==> src/rtl/raf_pkg.sv <==
package raf_pkg;
  // State of the per-register group counter
  typedef enum logic {
    GRP_OPEN = 1'b0,   // next sample starts a new group
    GRP_HALF = 1'b1    // next sample closes a pair
  } grp_cnt_t;
endpackage

==> src/rtl/raf_slot.sv <==
module raf_slot
  import raf_pkg::*;
#(
  parameter int SAMPLE_W = 10,
  parameter int ACC_W    = SAMPLE_W + 1,
  parameter int IDX_W    = 2,
  parameter int ID       = 0
) (
  input  logic                clk,
  input  logic                rst,
  input  logic                in_valid,
  input  logic [IDX_W-1:0]    in_idx,
  input  logic [SAMPLE_W-1:0] in_data,
  input  logic                cfg_we,
  input  logic [IDX_W-1:0]    cfg_idx,
  input  logic                cfg_pair,
  input  logic                rd_en,
  input  logic [IDX_W-1:0]    rd_idx,
  output logic [ACC_W-1:0]    data_q,
  output logic                valid_q,
  output logic                pair_q,
  output logic                complete
);

  // Accumulation arithmetic: base is zero on a new group
  function automatic logic [ACC_W-1:0] acc_next(input logic [ACC_W-1:0] base,
                                                input logic [SAMPLE_W-1:0] s);
    return base + ACC_W'(s);
  endfunction

  grp_cnt_t cnt_q;
  logic     hit, start, closes, rd_hit;

  assign hit      = in_valid && (in_idx == IDX_W'(ID));
  assign start    = hit && (cnt_q == GRP_OPEN);
  assign closes   = hit && (cnt_q == GRP_HALF);
  assign complete = closes || (start && !pair_q);
  assign rd_hit   = rd_en && (rd_idx == IDX_W'(ID));

  always_ff @(posedge clk) begin
    if (rst) begin
      pair_q <= 1'b0;
    end else if (cfg_we && (cfg_idx == IDX_W'(ID))) begin
      pair_q <= cfg_pair;
    end
  end

  always_ff @(posedge clk) begin
    if (rst) begin
      cnt_q  <= GRP_OPEN;
      data_q <= '0;
    end else if (start) begin
      data_q <= acc_next('0, in_data);
      cnt_q  <= pair_q ? GRP_HALF : GRP_OPEN;
    end else if (closes) begin
      data_q <= acc_next(data_q, in_data);
      cnt_q  <= GRP_OPEN;
    end
  end

  always_ff @(posedge clk) begin
    if (rst) begin
      valid_q <= 1'b0;
    end else if (complete) begin
      valid_q <= 1'b1;
    end else if (hit || rd_hit) begin
      valid_q <= 1'b0;
    end
  end

  assert_start_fresh_R3: assert property (@(posedge clk) disable iff (rst)
    start |=> (data_q == ACC_W'($past(in_data))));

  assert_pair_sum_R4: assert property (@(posedge clk) disable iff (rst)
    closes |=> (data_q == $past(data_q) + ACC_W'($past(in_data))));

  assert_valid_on_close_R9: assert property (@(posedge clk) disable iff (rst)
    complete |=> valid_q);

  assert_read_clears_R8: assert property (@(posedge clk) disable iff (rst)
    (rd_hit && !complete) |=> !valid_q);

  assert_idle_hold_R10: assert property (@(posedge clk) disable iff (rst)
    (!hit && !rd_hit) |=> ($stable(data_q) && $stable(valid_q)));

endmodule

==> src/rtl/raf_event.sv <==
module raf_event #(
  parameter int NUM_REGS = 4,
  parameter int IDX_W    = 2
) (
  input  logic                clk,
  input  logic                rst,
  input  logic [NUM_REGS-1:0] complete_vec,
  output logic                evt_pulse,
  output logic [IDX_W-1:0]    evt_idx
);

  logic [IDX_W-1:0] enc;

  always_comb begin
    enc = '0;
    for (int i = 0; i < NUM_REGS; i++) begin
      if (complete_vec[i]) enc = IDX_W'(i);
    end
  end

  always_ff @(posedge clk) begin
    if (rst) begin
      evt_pulse <= 1'b0;
      evt_idx   <= '0;
    end else begin
      evt_pulse <= |complete_vec;
      evt_idx   <= enc;
    end
  end

  assert_one_close_R11: assert property (@(posedge clk) disable iff (rst)
    $onehot0(complete_vec));

  assert_event_follows_R11: assert property (@(posedge clk) disable iff (rst)
    (|complete_vec) |=> (evt_pulse && evt_idx == $past(enc)));

  assert_no_spurious_event_R3: assert property (@(posedge clk) disable iff (rst)
    !(|complete_vec) |=> !evt_pulse);

endmodule

==> src/rtl/result_accum_filter.sv <==
module result_accum_filter #(
  parameter int SAMPLE_W = 10,
  parameter int NUM_REGS = 4,
  localparam int IDX_W   = (NUM_REGS > 1) ? $clog2(NUM_REGS) : 1,
  localparam int ACC_W   = SAMPLE_W + 1
) (
  input  logic                clk,
  input  logic                rst,
  input  logic                in_valid,
  input  logic [IDX_W-1:0]    in_idx,
  input  logic [SAMPLE_W-1:0] in_data,
  input  logic                cfg_we,
  input  logic [IDX_W-1:0]    cfg_idx,
  input  logic                cfg_pair,
  input  logic                rd_en,
  input  logic [IDX_W-1:0]    rd_idx,
  output logic [ACC_W-1:0]    rd_data,
  output logic                rd_vld,
  output logic                rd_pair,
  output logic                evt_pulse,
  output logic [IDX_W-1:0]    evt_idx
);

  logic [ACC_W-1:0]    data_all [NUM_REGS];
  logic [NUM_REGS-1:0] valid_all;
  logic [NUM_REGS-1:0] pair_all;
  logic [NUM_REGS-1:0] complete_vec;

  for (genvar g = 0; g < NUM_REGS; g++) begin : g_slot
    raf_slot #(
      .SAMPLE_W(SAMPLE_W),
      .ACC_W   (ACC_W),
      .IDX_W   (IDX_W),
      .ID      (g)
    ) u_slot (
      .clk     (clk),
      .rst     (rst),
      .in_valid(in_valid),
      .in_idx  (in_idx),
      .in_data (in_data),
      .cfg_we  (cfg_we),
      .cfg_idx (cfg_idx),
      .cfg_pair(cfg_pair),
      .rd_en   (rd_en),
      .rd_idx  (rd_idx),
      .data_q  (data_all[g]),
      .valid_q (valid_all[g]),
      .pair_q  (pair_all[g]),
      .complete(complete_vec[g])
    );
  end

  raf_event #(
    .NUM_REGS(NUM_REGS),
    .IDX_W   (IDX_W)
  ) u_event (
    .clk         (clk),
    .rst         (rst),
    .complete_vec(complete_vec),
    .evt_pulse   (evt_pulse),
    .evt_idx     (evt_idx)
  );

  always_comb begin
    rd_data = '0;
    rd_vld  = 1'b0;
    rd_pair = 1'b0;
    for (int i = 0; i < NUM_REGS; i++) begin
      if (rd_idx == IDX_W'(i)) begin
        rd_data = data_all[i];
        rd_vld  = valid_all[i];
        rd_pair = pair_all[i];
      end
    end
  end

endmodule

==> config.mk <==
export PLATFORM = sky130hd
export DESIGN_NAME = result_accum_filter
export DESIGN_NICKNAME = d
export VERILOG_FILES = /design/src/rtl/raf_pkg.sv /design/src/rtl/raf_slot.sv /design/src/rtl/raf_event.sv /design/src/rtl/result_accum_filter.sv
export SDC_FILE = /design/constraint.sdc
export NUM_CORES = 1
export LEC_CHECK = 0
export ABC_AREA = 1
export BUFFER_PORTS_ARGS = -buffer_cell sky130_fd_sc_hd__buf_2
export CAP_MARGIN = 40
export CORE_MARGIN = 1
export CORE_UTILIZATION = 40
export CTS_CLUSTER_SIZE = 8
export DETAILED_ROUTE_END_ITERATION = 7
export PLACE_DENSITY = 0.59
export SYNTH_ARGS = -nofsm -noshare
export SYNTH_HDL_FRONTEND = slang
export SYNTH_SLANG_ARGS = --single-unit
==> constraint.sdc <==
create_clock -name clk -period 4.75 [get_ports clk]
set_input_delay 0.2375 -clock clk [delete_from_list [all_inputs] [get_ports clk]]
set_output_delay 0.2375 -clock clk [all_outputs]
set_load 0.01 [all_outputs]
==> results of run 1 <==
-- metrics by stage --
stage                     setup WS, ns  total power, W  util, %  hold slack (ns)
after floorplan                  3.157       0.0007324        -           0.4036
final                            2.847        0.001471    46.29           0.2227
after CTS                        2.892        0.001472    46.29           0.2234
after global routing             2.688        0.001541    46.29           0.2472
after detailed placement         2.734       0.0008218    43.82           0.4504
after global placement           2.759       0.0008151    43.53           0.4409
-- final timing paths --
| check | from | end | slack (ns) | cells after the start |
|---|---|---|---|---|
| worst max register to register | g_slot[3].u_slot.data_q[0]$_SDFFE_PP0P_ | g_slot[3].u_slot.data_q[6]$_SDFFE_PP0P_ | 2.85 | 10 |
| worst min-delay path | cfg_idx[1] | g_slot[3].u_slot.pair_q$_SDFFE_PP0P_ | 0.22 | 3 |
| worst max-delay path | g_slot[3].u_slot.data_q[0]$_SDFFE_PP0P_ | g_slot[3].u_slot.data_q[6]$_SDFFE_PP0P_ | 2.85 | 10 |
| worst min register to register | g_slot[1].u_slot.data_q[10]$_SDFFE_PP0P_ | g_slot[1].u_slot.data_q[10]$_SDFFE_PP0P_ | 0.46 | 2 |
-- tightest hold or removal path: cells and delay by family --
kind / cells / cell delay (ns)
compound gates: 1 / 0.06
simple gates: 1 / 0.08
buf+inv: 1 / 0.13
-- power by group through the flow --
stage                     clock network (W)  registers [W]  logic, W
after floorplan                           0       0.000537  0.000195
after global placement                    0       0.000543  0.000272
after detailed placement                  0       0.000543  0.000279
after CTS                          0.000659       0.000533  0.000280
after global routing               0.000687       0.000535  0.000318
final                              0.000655       0.000533  0.000282
-- cells in the mapped netlist --
library cell and instances:
o211ai_1 4, nand3_1 63, o22ai_2 3, nand3b_1 17
buf_1 2, a21oi_2 5, o21ai_0 15, nand2_2 3
nor2_8 1, buf_2 4, clkbuf_1 6, o21ai_2 2
o22ai_1 12, a221oi_1 1, o21bai_1 4, o2111ai_1 3
a211oi_1 4, a22o_1 1, a21oi_1 51, xor2_1 9
ha_1 40, fa_1 4, inv_2 5, nand4_1 8
nor2_2 4, inv_4 1, nor3_1 3, nor4_1 3
a31oi_1 14, nand2_1 249, a21o_1 4, buf_6 1
nor2_4 1, dfxtp_1 59, nand3_2 1, a22oi_1 5
inv_1 113, clkinv_2 1, nor2_1 54
-- metal layers --
layer / GRT usage (%) / wire length [um] / vias up
met5: 0 / 0 / -
met4: 8.622 / 272 / 0
met3: 3.618 / 873 / 33
met2: 42.59 / 7211 / 148
met1: 31.98 / 6693 / 2405
li1: - / - / 2631
-- registers in the layout, summed over array words and instances, names as in the netlist --
signal,count
g_slot.u_slot.cnt_q,4
g_slot.u_slot.data_q,44
g_slot.u_slot.valid_q,4
u_event.evt_pulse,1
g_slot.u_slot.pair_q,4
u_event.evt_idx,2
-- cell families after synthesis --
logic type,count (synthesis)
simple gates,407
xor+xnor,9
fa+ha+maj,44
flops,59
compound gates,128
buf+inv,133
-- final cells by class --
class / count / area, sq um
Fill cell: 1270 / 6425
Clock buffer: 11 / 242.7
Multi-Input combinational cell: 588 / 3202
Sequential cell: 59 / 1181
Clock inverter: 5 / 52.55
Timing Repair Buffer: 39 / 220.2
Inverter: 120 / 454.2
Tap cell: 147 / 183.9
==> reports/qor.txt, run 1 <==
status: finished with violations
failing checks: design-rule violations
CP delay by family, top: adder cells
initial antenna violation count: 0
Post-Place Cell Area: 0.005241 sq mm
# DRC: 2
Die Height: 112.7 um
final hold vios: 0
hold_buf cts: 0
CP Data Required Time: 5.02 ns
final wirelength: 15050 um
vias per cell: 5.384
NumNets Final: 883
total gr overflow: 0
sw frac: 29.94%
largest net degree at the start of global routing: 28
antenna diode count: 0
1st-pass router iterations: 8
Core Region: 0.01196 sq mm
clock buffer count from CTS: 9
Min Clock Period, post-route: 1.903 ns
Starting Density: 40.95%
Fin Setup TNS: 0 ns
Rows: 40
crit path max-delay cell type: fa_1
post-synthesis simple-gate area fraction: 35.71%
Layout area overhead: 13.03%
mux contribution to synthesized area: 0%
Post-CTS Resized: 0
Cell variety after synth: 39
Worst-path clk slew: 0.05 ns
H-tree depth: 3
register area share after synthesis: 24.11%
CP arrival: 2.17 ns
PwrDens: 265.7 mW/mm^2
FF+latch count, synth: 59
Syn Nets: 846
startpoint type of the worst setup path: flop
DP Wirelength: 11890 um
worst hold path type: in -> reg
Root Driver: clkbuf_16
Synth Area in Adders: 11.85%
maximum clock path buffer count: 2
commonest non-fill, non-tap cell in the layout: nand2_1
All-Layer GR Usage: 24.92%
fin. max-slew vios: 0
Die ar.: 0.01269 sq mm
clk sinks: 59
ratio of final minimum period to clock period: 40.07%
CTS tree: done
Slew @ Worst Pin: 0.8134 ns
Buf/Inv on CP: 2
gate count of the mapped netlist: 780
Int Pwr: 0.001030 W
routability cong.: 0.9577
RSZ-0062 raised after global routing: no
commonest cells after routing, fill and taps aside: nand2_1 (249), inv_1 (113), nand3_1 (63)
PortBufs: 37
P_leak: 2.742 nW
Slew headroom: 45.58%
design area: 0.005537 sq mm
io pins: 38
Comb pwr share: 19.2%
clock network power share: 44.6%
initial DRC count: 434
Peak Freq: 525.4 MHz
non-filler instance count after layout: 969
top cell type's share of synthesized area: 24.11%
Cell Area, Synth: 0.004898 sq mm
sequential share of power: 36.2%
top post-synthesis cells by area: dfxtp_1 (24%), nand2_1 (19%), ha_1 (10%)
Clock Latency Late Sink: 0.33 ns
final setup violating endpoints: 0
Layout Skew: 0.002841 ns
Placed Cells incl. Taps: 953
Vias: 5217
Worst path most repeated cell: nand3_1
critical path, cell by cell: ha_1, inv_1, fa_1, inv_1, nand3_1, nand3_1, nand2_1, nand3b_1, nand3_1, a21oi_1
Setup Crit Path Kind: reg -> reg
postcts setup bufs: 0
largest family of logic cells by synthesized area: simple AND/OR/NAND/NOR gates
ANT nets after route: 0
Synth warnings: 0
XOR/XNOR share of the synthesized area: 1.609%
DR WL/cell: 15.53 um
MaxCap Viol Count: 0
biggest area consumer among synthesized cells: dfxtp_1
layout cell share with drive strength beyond 1: 9.854%
Avg Cell Area, Syn: 6.280 sq um
Synth Area in Compound Gates: 16.19%
Max IR drop VDD: 0.1483 mV
vias in the first global route: 4978
first-pass GRT wire length: 24760 um
endpoint class of the critical path: flop
Max FO, Critical Path: 3
crit-path max cell delay: 0.41 ns
sw power: 0.0004405 W
Die X-Extent: 112.7 um
Note: power is estimated with default switching activity, not from simulation.
==> run 2: changes to the inputs <==
--- a/config.mk
+++ b/config.mk
@@ -5,7 +5,7 @@
 export SDC_FILE = /design/constraint.sdc
 export NUM_CORES = 1
 export LEC_CHECK = 0
-export ABC_AREA = 1
+export ABC_AREA = 0
 export BUFFER_PORTS_ARGS = -buffer_cell sky130_fd_sc_hd__buf_2
 export CAP_MARGIN = 40
 export CORE_MARGIN = 1
==> constraint.sdc (replaced) <==
create_clock -name clk -period 1.8 [get_ports clk]
set_input_delay 0.09 -clock clk [delete_from_list [all_inputs] [get_ports clk]]
set_output_delay 0.09 -clock clk [all_outputs]
set_load 0.01 [all_outputs]
==> reports/qor.txt, run 2 <==
status: finished with violations (unchanged)
failing checks: negative setup slack (was design-rule violations)
final setup violating endpoints: 20 (was 0)
initial antenna violation count: 0 (unchanged)
Root Driver: clkbuf_16 (unchanged)
sw power: 0.001211 W (was 0.0004405 W)
register area: 0.001201 sq mm (was 0.001181 sq mm)
DP Wirelength: 9834 um (was 11890 um)
H-tree depth: 3 (unchanged)
Peak Freq: 461.8 MHz (was 525.4 MHz)
Starting Density: 41.52% (was 40.95%)
Rows: 38 (was 40)
Core Region: 0.01094 sq mm (was 0.01196 sq mm)
fillers: 975 (was 1270)
top cell type's share of synthesized area: 26.01% (was 24.11%)
Die X-Extent: 108.5 um (was 112.7 um)
commonest cells in the netlist: dfxtp_1 (59), nor2_1 (55), a21oi_1 (49) (was nand2_1 (249), inv_1 (113), nand3_1 (63))
vias per cell: 5.621 (was 5.384)
ratio of final minimum period to clock period: 120.3% (was 40.07%)
Max FO, Critical Path: 2 (was 3)
Slew headroom: 62.42% (was 45.58%)
Buf/Inv on CP: 0 (was 2)
Syn Nets: 596 (was 846)
most frequent cell after synthesis: dfxtp_1 (was nand2_1)
crit path max-delay cell type: fa_2 (was fa_1)
Max IR drop VDD: 0.3517 mV (was 0.1483 mV)
register area share after synthesis: 26.01% (was 24.11%)
Layout area overhead: 40.01% (was 13.03%)
Vias: 4424 (was 5217)
sw frac: 28.70% (was 29.94%)
commonest cells after routing, fill and taps aside: buf_4 (80), nor2_1 (55), dfxtp_1 (49) (was nand2_1 (249), inv_1 (113), nand3_1 (63))
Comb pwr share: 24.7% (was 19.2%)
initial DRC count: 246 (was 434)
# DRC: 0 (was 2)
max FFs per register: 44 (unchanged)
Die Height: 108.5 um (was 112.7 um)
CTS tree: done (unchanged)
CP delay by family, top: compound AO/OA/AOI/OAI gates (was adder cells)
total gr overflow: 0 (unchanged)
MaxCap Viol Count: 0 (unchanged)
crit-path max cell delay: 0.38 ns (was 0.41 ns)
Die ar.: 0.01178 sq mm (was 0.01269 sq mm)
routability cong.: 0.8519 (was 0.9577)
maximum clock path buffer count: 2 (unchanged)
multi-input logic area: 0.003676 sq mm (was 0.003202 sq mm)
overall power: 0.004219 W (was 0.001471 W)
Biggest register: g_slot.u_slot.data_q (unchanged)
RSZ-0062 raised after global routing: yes (was no)
layout cell share with drive strength beyond 1: 37.87% (was 9.854%)
FF+latch count, synth: 59 (unchanged)
CP Data Required Time: 2.07 ns (was 5.02 ns)
CP arrival: 2.44 ns (was 2.17 ns)
final worst slack: -0.3654 ns (was 2.847 ns)
P_leak: 2.590 nW (was 2.742 nW)
ANT nets after route: 0 (unchanged)
Cell Area, Synth: 0.004541 sq mm (was 0.004898 sq mm)
Cell variety after synth: 63 (was 39)
Synth Flop Type: dfxtp_1 (unchanged)
DR WL/cell: 16.98 um (was 15.53 um)
sequential share of power: 33.3% (was 36.2%)
1st-pass router iterations: 4 (was 8)
vias in the first global route: 4377 (was 4978)
commonest non-fill, non-tap cell in the layout: buf_4 (was nand2_1)
antenna diode count: 0 (unchanged)
clk sinks: 59 (unchanged)
Setup Crit Path Kind: reg -> reg (unchanged)
clock buffer count from CTS: 9 (unchanged)
PortBufs: 37 (unchanged)
io pins: 38 (unchanged)
biggest area consumer among synthesized cells: dfxtp_1 (unchanged)
PwrDens: 663.6 mW/mm^2 (was 265.7 mW/mm^2)
All-Layer GR Usage: 23.64% (was 24.92%)
Layout Skew: 0.006637 ns (was 0.002841 ns)
gate count of the mapped netlist: 530 (was 780)
startpoint type of the worst setup path: flop (unchanged)
top post-synthesis cells by area: dfxtp_1 (26%), ha_1 (11%), mux4_2 (6.4%) (was dfxtp_1 (24%), nand2_1 (19%), ha_1 (10%))
clock network power share: 42.0% (was 44.6%)
Min Clock Period, post-route: 2.165 ns (was 1.903 ns)
Clock Latency Late Sink: 0.33 ns (about the same)
Post-synth ARST share: 0% (unchanged)
end-of-flow core utilization: 58.14% (was 46.29%)
EDFF count, synth: 0 (unchanged)
critical path, cell by cell: ha_4, fa_2, a211oi_4, o21bai_2, o22a_1, a31oi_2, mux2_4, a21oi_2 (was ha_1, inv_1, fa_1, inv_1, nand3_1, nand3_1, nand2_1, nand3b_1, nand3_1, a21oi_1)
first-pass GRT wire length: 21450 um (was 24760 um)
final hold vios: 0 (unchanged)
Synth warnings: 0 (unchanged)
Placed Cells incl. Taps: 759 (was 953)
Int Pwr: 0.003008 W (was 0.001030 W)
hold_buf cts: 0 (unchanged)
endpoint class of the critical path: flop (unchanged)
NumNets Final: 709 (was 883)
fin. max-slew vios: 0 (unchanged)
final wirelength: 13360 um (was 15050 um)
Worst-path clk slew: 0.05 ns (about the same)
Avg Cell Area, Syn: 8.567 sq um (was 6.280 sq um)
non-filler instance count after layout: 787 (was 969)
Slew @ Worst Pin: 0.5613 ns (was 0.8134 ns)
largest net degree at the start of global routing: 27 (was 28)
worst hold path type: in -> reg (unchanged)
[run 2: metal layers]
metal	GRT usage, %	share of wire [%]
met5	0	0
met4	6.467	1.8
met3	3.617	3.4
met2	40.10	47
met1	30.99	47
[run 2: logic make-up (layout without fill, tap and decap cells)]
kind of cell | count (synthesis) | in the layout | synth area share [%]
AOI/OAI and AO/OA | 176 | 176 | 25.35
DFF | 59 | 59 | 26.01
and+or+nand+nor | 146 | 146 | 15.68
xor gates and xnor gates | 22 | 22 | 4.243
muxes | 39 | 39 | 12.26
buffers and inverters | 44 | 161 | 3.665
adders and majority gates | 44 | 44 | 12.79
[run 2: timing repair]
item	in CTS	in global routing
gates cloned	0	0
endpoints found under the setup margin	24	28
pin swaps	47	51
setup buffers	14	3
resized for setup	43	45
[run 2: worst register-to-register path, delay by kind of cell, from the launching register on]
family / cells / cell delay (ns)
AO/OA/AOI/OAI: 5 / 0.91
adder cells (fa/ha/maj): 2 / 0.54
flip-flops: 1 / 0.33
multiplexers: 1 / 0.32
[run 2: cell type report]
cell class / count / area share [%]
tap: 140 / 2.755
timing repair buffer: 129 / 14.76
clock buffer: 11 / 3.976
clock inverter: 4 / 0.7872
sequential: 59 / 18.89
inverter: 17 / 1.004
multi-input combinational: 427 / 57.82
[run 2: path summary, 6_finish.rpt]
path                                                start                                        to  slack (ns)  depth (start not counted)
hold reg to reg   g_slot[0].u_slot.data_q[8]$_SDFFE_PP0P_   g_slot[0].u_slot.data_q[8]$_SDFFE_PP0P_        0.48                          2
setup reg to reg  g_slot[0].u_slot.data_q[0]$_SDFFE_PP0P_  g_slot[0].u_slot.data_q[10]$_SDFFE_PP0P_       -0.37                          8
setup / recovery  g_slot[0].u_slot.data_q[0]$_SDFFE_PP0P_  g_slot[0].u_slot.data_q[10]$_SDFFE_PP0P_       -0.37                          8
hold / removal                                   cfg_pair      g_slot[3].u_slot.pair_q$_SDFFE_PP0P_        0.04                          3
[run 2: through the flow]
stage,setup TNS (ns),hold slack [ns],worst slack (ns),area [sq um]
after floorplan,-0.5610,0.2339,-0.2026,4659
after global placement,-3.373,0.3707,-0.3223,5535
after detailed placement,-4.121,0.3829,-0.3553,5535
after CTS,-1.948,0.03672,-0.3689,6126
after global routing,-4.058,0.06943,-0.4337,6357
final,-1.995,0.03893,-0.3654,6357
[run 2: power by group through the flow]
| stage | combinational [W] | sequential (W) | clock (W) |
|---|---|---|---|
| after global routing | 0.00114 | 0.00141 | 0.00184 |
| after global placement | 0.000872 | 0.00143 | 0 |
| after CTS | 0.000968 | 0.00141 | 0.00178 |
| after detailed placement | 0.000896 | 0.00143 | 0 |
| after floorplan | 0.000557 | 0.00142 | 0 |
| final | 0.00104 | 0.00141 | 0.00177 |
==> run 3: changes to the inputs <==
==> constraint.sdc (replaced) <==
create_clock -name clk -period 2.65 [get_ports clk]
set_input_delay 0.1325 -clock clk [delete_from_list [all_inputs] [get_ports clk]]
set_output_delay 0.1325 -clock clk [all_outputs]
set_load 0.01 [all_outputs]
==> reports/qor.txt, run 3 (synthesis gave the netlist of run 2 again) <==
Hold Crit Endpoint: g_slot[1].u_slot.pair_q$_SDFFE_PP0P_ (was g_slot[3].u_slot.pair_q$_SDFFE_PP0P_)
R2R Path End: g_slot[0].u_slot.data_q[10]$_SDFFE_PP0P_ (unchanged)
All-Layer GR Usage: 21.69% (was 23.64%)
worst r2r src: g_slot[0].u_slot.data_q[0]$_SDFFE_PP0P_ (unchanged)
Worst R2R Path Depth: 8 (unchanged)
CP arrival: 2.68 ns (was 2.44 ns)
final hold vios: 0 (unchanged)
io pins: 38 (unchanged)
postcts setup bufs: 0 (was 14)
Hold Path Depth: 3 (unchanged)
Slew headroom: 49.46% (was 62.42%)
clk sinks: 59 (unchanged)
MaxCap Viol Count: 0 (unchanged)
largest net degree at the start of global routing: 34 (was 27)
# DRC: 0 (unchanged)
H-tree depth: 3 (unchanged)
Setup Crit Path Kind: reg -> reg (unchanged)
vias per cell: 5.862 (was 5.621)
PortBufs: 37 (unchanged)
maximum clock path buffer count: 2 (unchanged)
fillers: 1094 (was 975)
final setup violating endpoints: 0 (was 20)
layout cell share with drive strength beyond 1: 14.54% (was 37.87%)
Core Region: 0.01094 sq mm (unchanged)
routability cong.: 0.8779 (was 0.8519)
Root Driver: clkbuf_16 (unchanged)
Layout Skew: 0.005099 ns (was 0.006637 ns)
DR WL/cell: 16.77 um (was 16.98 um)
vias in the first global route: 3965 (was 4377)
first-pass GRT wire length: 19800 um (was 21450 um)
hold_buf cts: 0 (unchanged)
WHS: 0.09587 ns (was 0.03893 ns)
max FFs per register: 44 (unchanged)
P_leak: 2.087 nW (was 2.590 nW)
Vias: 4127 (was 4424)
PwrDens: 520.5 mW/mm^2 (was 663.6 mW/mm^2)
antenna diode count: 0 (unchanged)
total gr overflow: 0 (unchanged)
DP Wirelength: 9126 um (was 9834 um)
Die Height: 108.5 um (unchanged)
1st-pass router iterations: 5 (was 4)
commonest cells after routing, fill and taps aside: dfxtp_1 (59), nor2_1 (55), a21oi_1 (49) (was buf_4 (80), nor2_1 (55), dfxtp_1 (49))
final worst slack: 0.2385 ns (was -0.3654 ns)
Die ar.: 0.01178 sq mm (unchanged)
final wirelength: 11810 um (was 13360 um)
status: finished, final reports clean (was finished with violations)
Clock Latency Late Sink: 0.33 ns (about the same)
commonest non-fill, non-tap cell in the layout: dfxtp_1 (was buf_4)
startpoint type of the worst setup path: flop (unchanged)
fin. max-slew vios: 0 (unchanged)
endpoint class of the critical path: flop (unchanged)
Peak Freq: 414.7 MHz (was 461.8 MHz)
hold wc startpoint: cfg_pair (unchanged)
Min Clock Period, post-route: 2.411 ns (was 2.165 ns)
RSZ-0062 raised after global routing: no (was yes)
Starting Density: 41.52% (unchanged)
Slew @ Worst Pin: 0.7570 ns (was 0.5613 ns)
CTS tree: done (unchanged)
Biggest register: g_slot.u_slot.data_q (unchanged)
Post-CTS Resized: 0 (was 43)
ratio of final minimum period to clock period: 91.00% (was 120.3%)
worst hold path type: in -> reg (unchanged)
R2R setup slack: 0.24 ns (was -0.37 ns)
NumNets Final: 625 (was 709)
Rows: 38 (unchanged)
Die X-Extent: 108.5 um (unchanged)
Fin Setup TNS: 0 ns (was -1.995 ns)
Layout area overhead: 13.81% (was 40.01%)
Max IR drop VDD: 0.2807 mV (was 0.3517 mV)
Max FO, Critical Path: 3 (was 2)
CP Data Required Time: 2.91 ns (was 2.07 ns)
initial antenna violation count: 0 (unchanged)
Worst-path clk slew: 0.05 ns (about the same)
initial DRC count: 262 (was 246)
ANT nets after route: 0 (unchanged)
clock buffer count from CTS: 9 (unchanged)
Placement Setup Slack: 0.2530 ns (was -0.3553 ns)
run 3: cell type report:
class / instances / area (sq um) / area share, %
multi-input combinational: 427 / 3193 / 61.79
tap: 140 / 175.2 / 3.390
sequential: 59 / 1181 / 22.86
timing repair buffer: 45 / 245.2 / 4.746
inverter: 17 / 63.81 / 1.235
clock inverter: 6 / 80.08 / 1.550
clock buffer: 10 / 229.0 / 4.431
run 3: worst max-delay path, cell delays in order (launching register included):
cell	delay [ns]
dfxtp_1	0.32
ha_1	0.21
fa_1	0.43
a211oi_1	0.33
o21bai_1	0.16
o22a_1	0.23
a31oi_1	0.19
mux2_2	0.35
a21oi_1	0.12
run 3: through the flow:
step                      power [W]  instances  area, sq um  utilization [%]
final                      0.002690        704         5167            47.25
after CTS                  0.002710        704         5167            47.25
after floorplan            0.001328        530         4541                -
after global placement     0.001453        688         4858            44.43
after detailed placement   0.001470        688         4858            44.43
after global routing       0.002813        704         5167            47.25
run 3: routing by layer:
metal  part of all wire (%)  vias up  track usage, %
li1                       -     2058               -
met1                     48     1989           29.00
met2                     47       66           35.44
met3                    3.3       14           2.773
met4                    1.6        0           8.301
met5                      0        -               0
run 3: where the power goes:
| group | switching, W | total [W] | internal [W] |
|---|---|---|---|
| registers | 0.0000346 | 0.000960 | 0.000925 |
| logic | 0.000280 | 0.000496 | 0.000216 |
| clock network | 0.000418 | 0.00123 | 0.000816 |
run 3: worst max-delay path by stage:
stage	from	end	slack [ns]	depth (start not counted)
floorplan	g_slot[0].u_slot.data_q[0]$_SDFFE_PP0P_	g_slot[0].u_slot.data_q[10]$_SDFFE_PP0P_	0.45	8
global placement	g_slot[0].u_slot.data_q[0]$_SDFFE_PP0P_	g_slot[0].u_slot.data_q[10]$_SDFFE_PP0P_	0.30	8
detailed placement	g_slot[0].u_slot.data_q[0]$_SDFFE_PP0P_	g_slot[0].u_slot.data_q[10]$_SDFFE_PP0P_	0.25	8
CTS	g_slot[0].u_slot.data_q[0]$_SDFFE_PP0P_	g_slot[0].u_slot.data_q[10]$_SDFFE_PP0P_	0.23	8
global route	g_slot[0].u_slot.data_q[0]$_SDFFE_PP0P_	g_slot[0].u_slot.data_q[10]$_SDFFE_PP0P_	0.06	8
finish	g_slot[0].u_slot.data_q[0]$_SDFFE_PP0P_	g_slot[0].u_slot.data_q[10]$_SDFFE_PP0P_	0.24	8
